===== config.mk =====
export PLATFORM = sky130hd
export DESIGN_NAME = osd_blink_gen
export DESIGN_NICKNAME = d
export VERILOG_FILES = /design/src/rtl/osd_blink_pkg.sv /design/src/rtl/osd_blink_phase.sv /design/src/rtl/osd_blink_window.sv /design/src/rtl/osd_blink_gate.sv /design/src/rtl/osd_blink_gen.sv
export SDC_FILE = /design/constraint.sdc
export NUM_CORES = 1
export LEC_CHECK = 0
export ABC_CLOCK_PERIOD_IN_PS = 4100
export CORE_AREA = 2 2 39 41
export CTS_CLUSTER_SIZE = 10
export DETAILED_ROUTE_END_ITERATION = 12
export DIE_AREA = 0 0 41 43
export SETUP_SLACK_MARGIN = 0.05
export SYNTH_ARGS = -nofsm -noshare
export SYNTH_HDL_FRONTEND = slang
export SYNTH_HIERARCHICAL = 1
export SYNTH_SLANG_ARGS = --single-unit

===== constraint.sdc =====
create_clock -name clk -period 4.1 [get_ports clk]
set_clock_uncertainty 0.2 [all_clocks]
set_input_delay 0.82 -clock clk [delete_from_list [all_inputs] [get_ports clk]]
set_output_delay 0.82 -clock clk [all_outputs]
set_load 0.01 [all_outputs]

===== src/rtl/osd_blink_pkg.sv =====
package osd_blink_pkg;

    localparam int unsigned BLINK_CNT_W = 6;

    typedef enum logic [1:0] {
        DUTY_OFF = 2'd0,
        DUTY_25  = 2'd1,
        DUTY_50  = 2'd2,
        DUTY_75  = 2'd3
    } blink_duty_e;

    // Number of pulses, counted from the cycle start, during which a
    // blinking glyph is hidden.
    function automatic logic [31:0] hidden_span(logic [31:0] period, blink_duty_e duty);
        logic [31:0] prod;
        prod = period * {30'd0, duty};
        return prod >> 2;
    endfunction

endpackage


===== src/rtl/osd_blink_phase.sv =====
module osd_blink_phase
    import osd_blink_pkg::*;
#(
    parameter int unsigned CNT_W = BLINK_CNT_W
) (
    input  logic             clk,
    input  logic             rst,
    input  logic             vsync_pulse,
    input  logic             period_sel,
    output logic [CNT_W-1:0] phase_cnt,
    output logic             short_act
);
    localparam logic [CNT_W-1:0] LONG_LAST  = {CNT_W{1'b1}};
    localparam logic [CNT_W-1:0] SHORT_LAST = {1'b0, {(CNT_W-1){1'b1}}};

    logic [CNT_W-1:0] last_step;
    logic             wrap_now;

    assign last_step = short_act ? SHORT_LAST : LONG_LAST;
    assign wrap_now  = vsync_pulse && (phase_cnt == last_step);

    always_ff @(posedge clk) begin
        if (rst) begin
            phase_cnt <= '0;
            short_act <= 1'b0;
        end else if (wrap_now) begin
            phase_cnt <= '0;
            short_act <= period_sel;
        end else if (vsync_pulse) begin
            phase_cnt <= phase_cnt + 1'b1;
        end
    end

    // clean state right after reset
    a_r1_reset_state: assert property (@(posedge clk) disable iff (rst)
        $past(rst) |-> (phase_cnt == '0 && !short_act));

    // no pulse, no movement
    a_r2_hold_without_pulse: assert property (@(posedge clk) disable iff (rst)
        !$past(rst) && !$past(vsync_pulse) |-> $stable(phase_cnt));

    // count stays inside the active period
    a_r3_within_period: assert property (@(posedge clk) disable iff (rst)
        short_act |-> (phase_cnt <= SHORT_LAST));

    // period select switches only on a wrapping pulse
    a_r5_period_at_wrap: assert property (@(posedge clk) disable iff (rst)
        !$past(rst) && !$stable(short_act) |-> (phase_cnt == '0 && $past(vsync_pulse)));

endmodule


===== src/rtl/osd_blink_window.sv =====
module osd_blink_window
    import osd_blink_pkg::*;
#(
    parameter int unsigned CNT_W = BLINK_CNT_W
) (
    input  logic             clk,
    input  logic             rst,
    input  logic [CNT_W-1:0] phase_cnt,
    input  logic             short_act,
    input  blink_duty_e      duty,
    output logic             hide_now
);
    localparam logic [31:0] LONG_LEN  = 32'(1) << CNT_W;
    localparam logic [31:0] SHORT_LEN = 32'(1) << (CNT_W - 1);

    logic [31:0] period_len;
    logic [31:0] span;

    assign period_len = short_act ? SHORT_LEN : LONG_LEN;
    assign span       = hidden_span(period_len, duty);
    assign hide_now   = 32'(phase_cnt) < span;

    // duty code off never opens a hidden window
    a_r4_off_never_hides: assert property (@(posedge clk) disable iff (rst)
        (duty == DUTY_OFF) |-> !hide_now);

endmodule


===== src/rtl/osd_blink_gate.sv =====
module osd_blink_gate (
    input  logic hide_now,
    input  logic attr_blink,
    input  logic attr_reverse,
    input  logic bg_enable,
    output logic glyph_show,
    output logic reverse_show,
    output logic bg_show
);
    assign glyph_show   = !(attr_blink && hide_now);
    assign reverse_show = attr_reverse;
    assign bg_show      = bg_enable;
endmodule


===== src/rtl/osd_blink_gen.sv =====
module osd_blink_gen
    import osd_blink_pkg::*;
#(
    parameter int unsigned CNT_W = BLINK_CNT_W
) (
    input  logic       clk,
    input  logic       rst,
    input  logic       vsync_pulse,
    input  logic       period_sel,
    input  logic [1:0] duty_code,
    input  logic       attr_blink,
    input  logic       attr_reverse,
    input  logic       bg_enable,
    output logic       glyph_show,
    output logic       reverse_show,
    output logic       bg_show
);
    logic [CNT_W-1:0] phase_cnt;
    logic             short_act;
    logic             hide_now;
    blink_duty_e      duty;

    assign duty = blink_duty_e'(duty_code);

    osd_blink_phase #(.CNT_W(CNT_W)) u_phase (
        .clk         (clk),
        .rst         (rst),
        .vsync_pulse (vsync_pulse),
        .period_sel  (period_sel),
        .phase_cnt   (phase_cnt),
        .short_act   (short_act)
    );

    osd_blink_window #(.CNT_W(CNT_W)) u_window (
        .clk       (clk),
        .rst       (rst),
        .phase_cnt (phase_cnt),
        .short_act (short_act),
        .duty      (duty),
        .hide_now  (hide_now)
    );

    osd_blink_gate u_gate (
        .hide_now     (hide_now),
        .attr_blink   (attr_blink),
        .attr_reverse (attr_reverse),
        .bg_enable    (bg_enable),
        .glyph_show   (glyph_show),
        .reverse_show (reverse_show),
        .bg_show      (bg_show)
    );

    // characters without the blink flag are never suppressed
    a_r6_plain_always_shown: assert property (@(posedge clk) disable iff (rst)
        !attr_blink |-> glyph_show);

endmodule


# --- Word-level counts from Yosys, hierarchy flattened ---
# Cells that the tools add are included.
totals:
  elab_cells: 12
  register_bits: 7
  in_bits: 9
  out_inout_bits: 3
op_classes:
  reduce_logical: 4
  mux: 2
  n_eq_ne: 1
  mul: 1
  magnitude_cmp: 1
  n_addsub: 1
ops:
  columns: ["operator", "n"]
  rows:
  - ["$mul A32 B2 Y32", 1]
  - ["$lt A6 B30 Y1", 1]
  - ["$mux W7", 1]
  - ["$add A6 B1 Y6 const B", 1]
  - ["$eq A6 B6 Y1", 1]
  - ["$mux W6", 1]
  - ["$logic_and A1 B1 Y1", 2]
  - ["$reduce_or A2 Y1", 1]
  - ["$logic_not A1 Y1", 1]

# --- Depth between registers and ports, before layout ---
depth:
  depth_word: 5
  mapped_depth: 7
  mapped_depth_nobuf: 7

# --- Cells and area by module ---
# Netlist, hierarchy kept.
modules_own_cells:
  columns: ["mod", "cells_each", "area_each_um2", "seq_area_each_um2", "n_inst"]
  rows:
  - ["osd_blink_phase", 32, 309.0, 140.1, 1]
  - ["osd_blink_window", 13, 98.8, 0.0, 1]
  - ["osd_blink_gate", 3, 18.8, 0.0, 1]

# --- Worst setup path before layout ---
# Ideal clock, no wire load.
synth_timing:
  kind: "input to output"
  from: "in duty_code[1]"
  to: "out glyph_show"
  cell_stages: 7
  required_time_ns: 3.080
  arrival_time_ns: 1.815
  n_path_buf: 0
  setup_slack_ns: 1.265
  cell_sequence: "nor2b_1 > ha_1 > inv_1 > ha_1 > nor2_1 > a211o_1 > nand2_1"
synth_via:
  elab_chain_len: 4
synth_lines:
  columns: ["item", "line_no", "rtl"]
  rows:
  - ["from (decl)", "osd_blink_gen.sv:10", "input logic [1:0] duty_code,"]
  - ["$mul A32 B2 Y32", "osd_blink_pkg.sv:16", "prod = period * {30'd0, duty};"]
  - ["$lt A6 B30 Y1", "osd_blink_window.sv:21", "assign hide_now = 32'(phase_cnt) < span;"]
  - ["named net hide_now", "osd_blink_gen.sv:20", "logic hide_now;"]
  - ["$logic_and A1 B1 Y1", "osd_blink_gate.sv:10", "assign glyph_show = !(attr_blink && hide_now);"]
  - ["$logic_not A1 Y1", "osd_blink_gate.sv:10", null]
  - ["to (decl)", "osd_blink_gen.sv:14", "output logic glyph_show,"]
# The timed path passes the listed nets, and every way through them passes these cells.

# --- Final worst setup path ---
# Ends and elaborated chain as after synthesis.

==> flow_metrics.py <==
metrics = {
    "floorplan": {
        "boundaryPins": 12,
        "die_h_microns": 43,
        "die_w_microns": 41,
        "die-area_sq_um": 1760,
        "core_area_sq_um": 1380,
        "row_count": 14,
        "start_util": 0.308,
    },
    "clock_network": {
        "hold_buffers": 0,
        "cts_buffer_depth": 2,
        "cts_tree": "built",
        "clkLatencyLatePin_ns": 0.25,
        "htree_num_levels": 1,
        "clkSinkCount": 7,
        "root_buffer": "clkbuf_4",
        "ctsResizeCount": 0,
        "clk_pin_slew_ns": 0.05,
        "postCtsSetupBuffers": 0,
        "cts_made_buffers": 3,
    },
    "detailed_routing": {
        "wl_microns": 725,
        "dr.pass1.iters": 2,
        "via_per_inst": 4.67,
        "wire_per_inst_microns": 9.93,
        "drc": 0,
        "num_vias": 341,
        "dr.first_iter.drc_count": 1,
        "ant_nets": 0,
    },
    "power": {
        "power.density_nw_per_um2": 292,
        "p_clk_frac": 0.403,
        "p_int_mw": 0.119,
        "sw_frac_of_total": 0.226,
        "switchingPower_mw": 0.0348,
        "ir_worst_vdd_v": 0.000145,
        "p_comb_frac": 0.127,
        "pwr-share-seq": 0.470,
        "power_leakage_nw": 0.224,
        "power_mw": 0.154,
    },
    "logic_synthesis": {
        "synth_fp_nets": 62,
        "avgSynthCellArea_sq_um": 8.89,
        "synth_seq_cells": 7,
        "syn-cell-area_sq_um": 427,
        "synth_cells": 48,
        "ys_seq_area_frac": 0.328,
        "yosysUniqueCellTypes": 20,
        "ys_warn_count": 6,
    },
    "sta": {
        "finalHoldViolCount": 0,
        "tns_ns": 0,
        "rsz0062_at_grt": "false",
        "max_freq_mhz": 263,
        "setup_viol": 0,
        "period_minus_slack_ns": 3.80,
        "fin_crit_sh": 0.926,
        "slew_viol_final": 0,
    },
    "final_layout": {
        "most-common-layout-cells": "clkdlybuf4s50_1 (7), nor2_1 (7), dfxtp_1 (7)",
        "syn2layout_area_growth_pct": 23.8,
        "num_antenna_cells": 0,
        "fillers": 144,
        "fin_nets": 72,
        "design_area_sq_um": 528,
        "drive_gt1_frac": 0.0877,
    },
    "critical_path": {
        "endpoint_kind": "primary output",
        "critPathKind": "input port to primary output",
        "critPathBufInv": 3,
        "cp_max_fo": 2,
        "worstPathRequired_ns": 3.08,
        "crit_path_top_delay_cell": "clkdlybuf4s50_1",
        "path_cells": "clkdlybuf4s50_1, nor2b_1, ha_1, inv_1, ha_1, nor2_1, a211o_1, nand2_1, clkdlybuf4s50_1",
        "cp-start-kind": "input port",
        "cp_top_family": "buffers and inverters",
        "crit_arrival_ns": 2.78,
        "critPathMaxStageDelay_ns": 0.52,
    },
    "place": {
        "gp_congestion": 0.698,
        "place_area_sq_um": 502,
        "dp_hpwl_microns": 549,
        "io_buffers": 7,
    },
    "grt": {
        "track_usage": 0.105,
        "first_global_vias": 343,
        "grt-ovfl-total": 0,
        "grt_pass1_wl_mm": 1.29,
        "antenna_found_initial": 0,
        "grt_max_degree": 6,
    },
    "flow_run": {
        "maxCapViolations": 0,
    },
    "hold_path": {
        "hold_class": "register to register",
    },
    "outcome": {
        "status": "completed",
    },
}
cell usage after synthesis:
| library cell | number | area share |
|---|---|---|
| dfxtp_1 | 7 | 0.33 |
| nand2_1 | 5 | 0.044 |
| xor2_1 | 2 | 0.041 |
| nand4_2 | 1 | 0.029 |
| a211o_1 | 1 | 0.021 |
| ha_1 | 5 | 0.15 |
| conb_1 | 1 | 0.0088 |
| nor2b_1 | 1 | 0.015 |
| or3_1 | 1 | 0.015 |
| o31ai_2 | 1 | 0.029 |
| o41ai_1 | 1 | 0.021 |
| nand4_1 | 1 | 0.015 |
| a21oi_1 | 1 | 0.012 |
| inv_1 | 3 | 0.026 |
| nor2_1 | 7 | 0.062 |
| xnor2_1 | 3 | 0.062 |
| o21ai_0 | 2 | 0.023 |
| mux2i_1 | 2 | 0.047 |
| buf_4 | 2 | 0.035 |
| o311ai_0 | 1 | 0.021 |
metal layers:
layer  wire length (microns)  part of all wire  GRT usage
met5                       0                 0          0
met3                      51             0.070     0.0209
met1                     323              0.45      0.129
met2                     350              0.48      0.159
met4                       0                 0     0.0600
registers in the layout (all words and copies together), names as in the netlist:
signal             cells
u_phase/phase_cnt      6
u_phase/short_act      1
worst paths after layout:
path | startpoint | endpoint | slack [ns] | cells past startpoint
setup / recovery | duty_code[1] | glyph_show | 0.30 | 9
setup reg to reg | u_phase/phase_cnt[0]$_SDFFE_PP0P_ | u_phase/short_act$_SDFFE_PP0P_ | 2.50 | 4
hold reg to reg | u_phase/phase_cnt[1]$_SDFFE_PP0P_ | u_phase/phase_cnt[1]$_SDFFE_PP0P_ | 0.34 | 2
hold / removal | u_phase/phase_cnt[1]$_SDFFE_PP0P_ | u_phase/phase_cnt[1]$_SDFFE_PP0P_ | 0.34 | 2
through the flow:
stage | cells | hold slack, ns | util | setup slack (ns)
finish | 73 | 0.344 | 0.382 | 0.305
global route | 73 | 0.390 | 0.382 | 0.187
CTS | 73 | 0.347 | 0.382 | 0.289
detailed placement | 69 | 0.338 | 0.363 | 0.289
global placement | 69 | 0.329 | 0.363 | 0.326
floorplan | 48 | 0.297 | - | 1.26
cell type report:
| cell class | instances | area, sq um | area share |
|---|---|---|---|
| multi-input combinational | 36 | 260 | 0.493 |
| sequential | 7 | 140 | 0.265 |
| timing repair buffer | 7 | 70.1 | 0.133 |
| clock buffer | 4 | 26.3 | 0.0498 |
| tap | 16 | 20.0 | 0.0379 |
| inverter | 3 | 11.3 | 0.0213 |
power groups by stage:
stage / clock, mW / sequential, mW / combinational [mW]
2_1_floorplan: 0 / 0.0735 / 0.0119
3_3_place_gp: 0 / 0.0738 / 0.0193
3_5_place_dp: 0 / 0.0738 / 0.0194
4_1_cts: 0.0657 / 0.0723 / 0.0197
5_1_grt: 0.0686 / 0.0725 / 0.0224
6_report: 0.0620 / 0.0724 / 0.0195
cell families after synthesis:
group	Yosys count	synth area share
DFF	7	0.328
muxes	2	0.0469
buffers and inverters	5	0.0616
xor gates and xnor gates	5	0.103
AOI/OAI and AO/OA	7	0.126
adders and majority gates	5	0.147
other	1	0.00879
and+or+nand+nor	16	0.179
worst min-delay path, cell delays in order (launching register included):
cell and delay, ns:
dfxtp_1 0.33, mux2i_1 0.12, nor2_1 0.05
(Power assumes the default switching activity.)
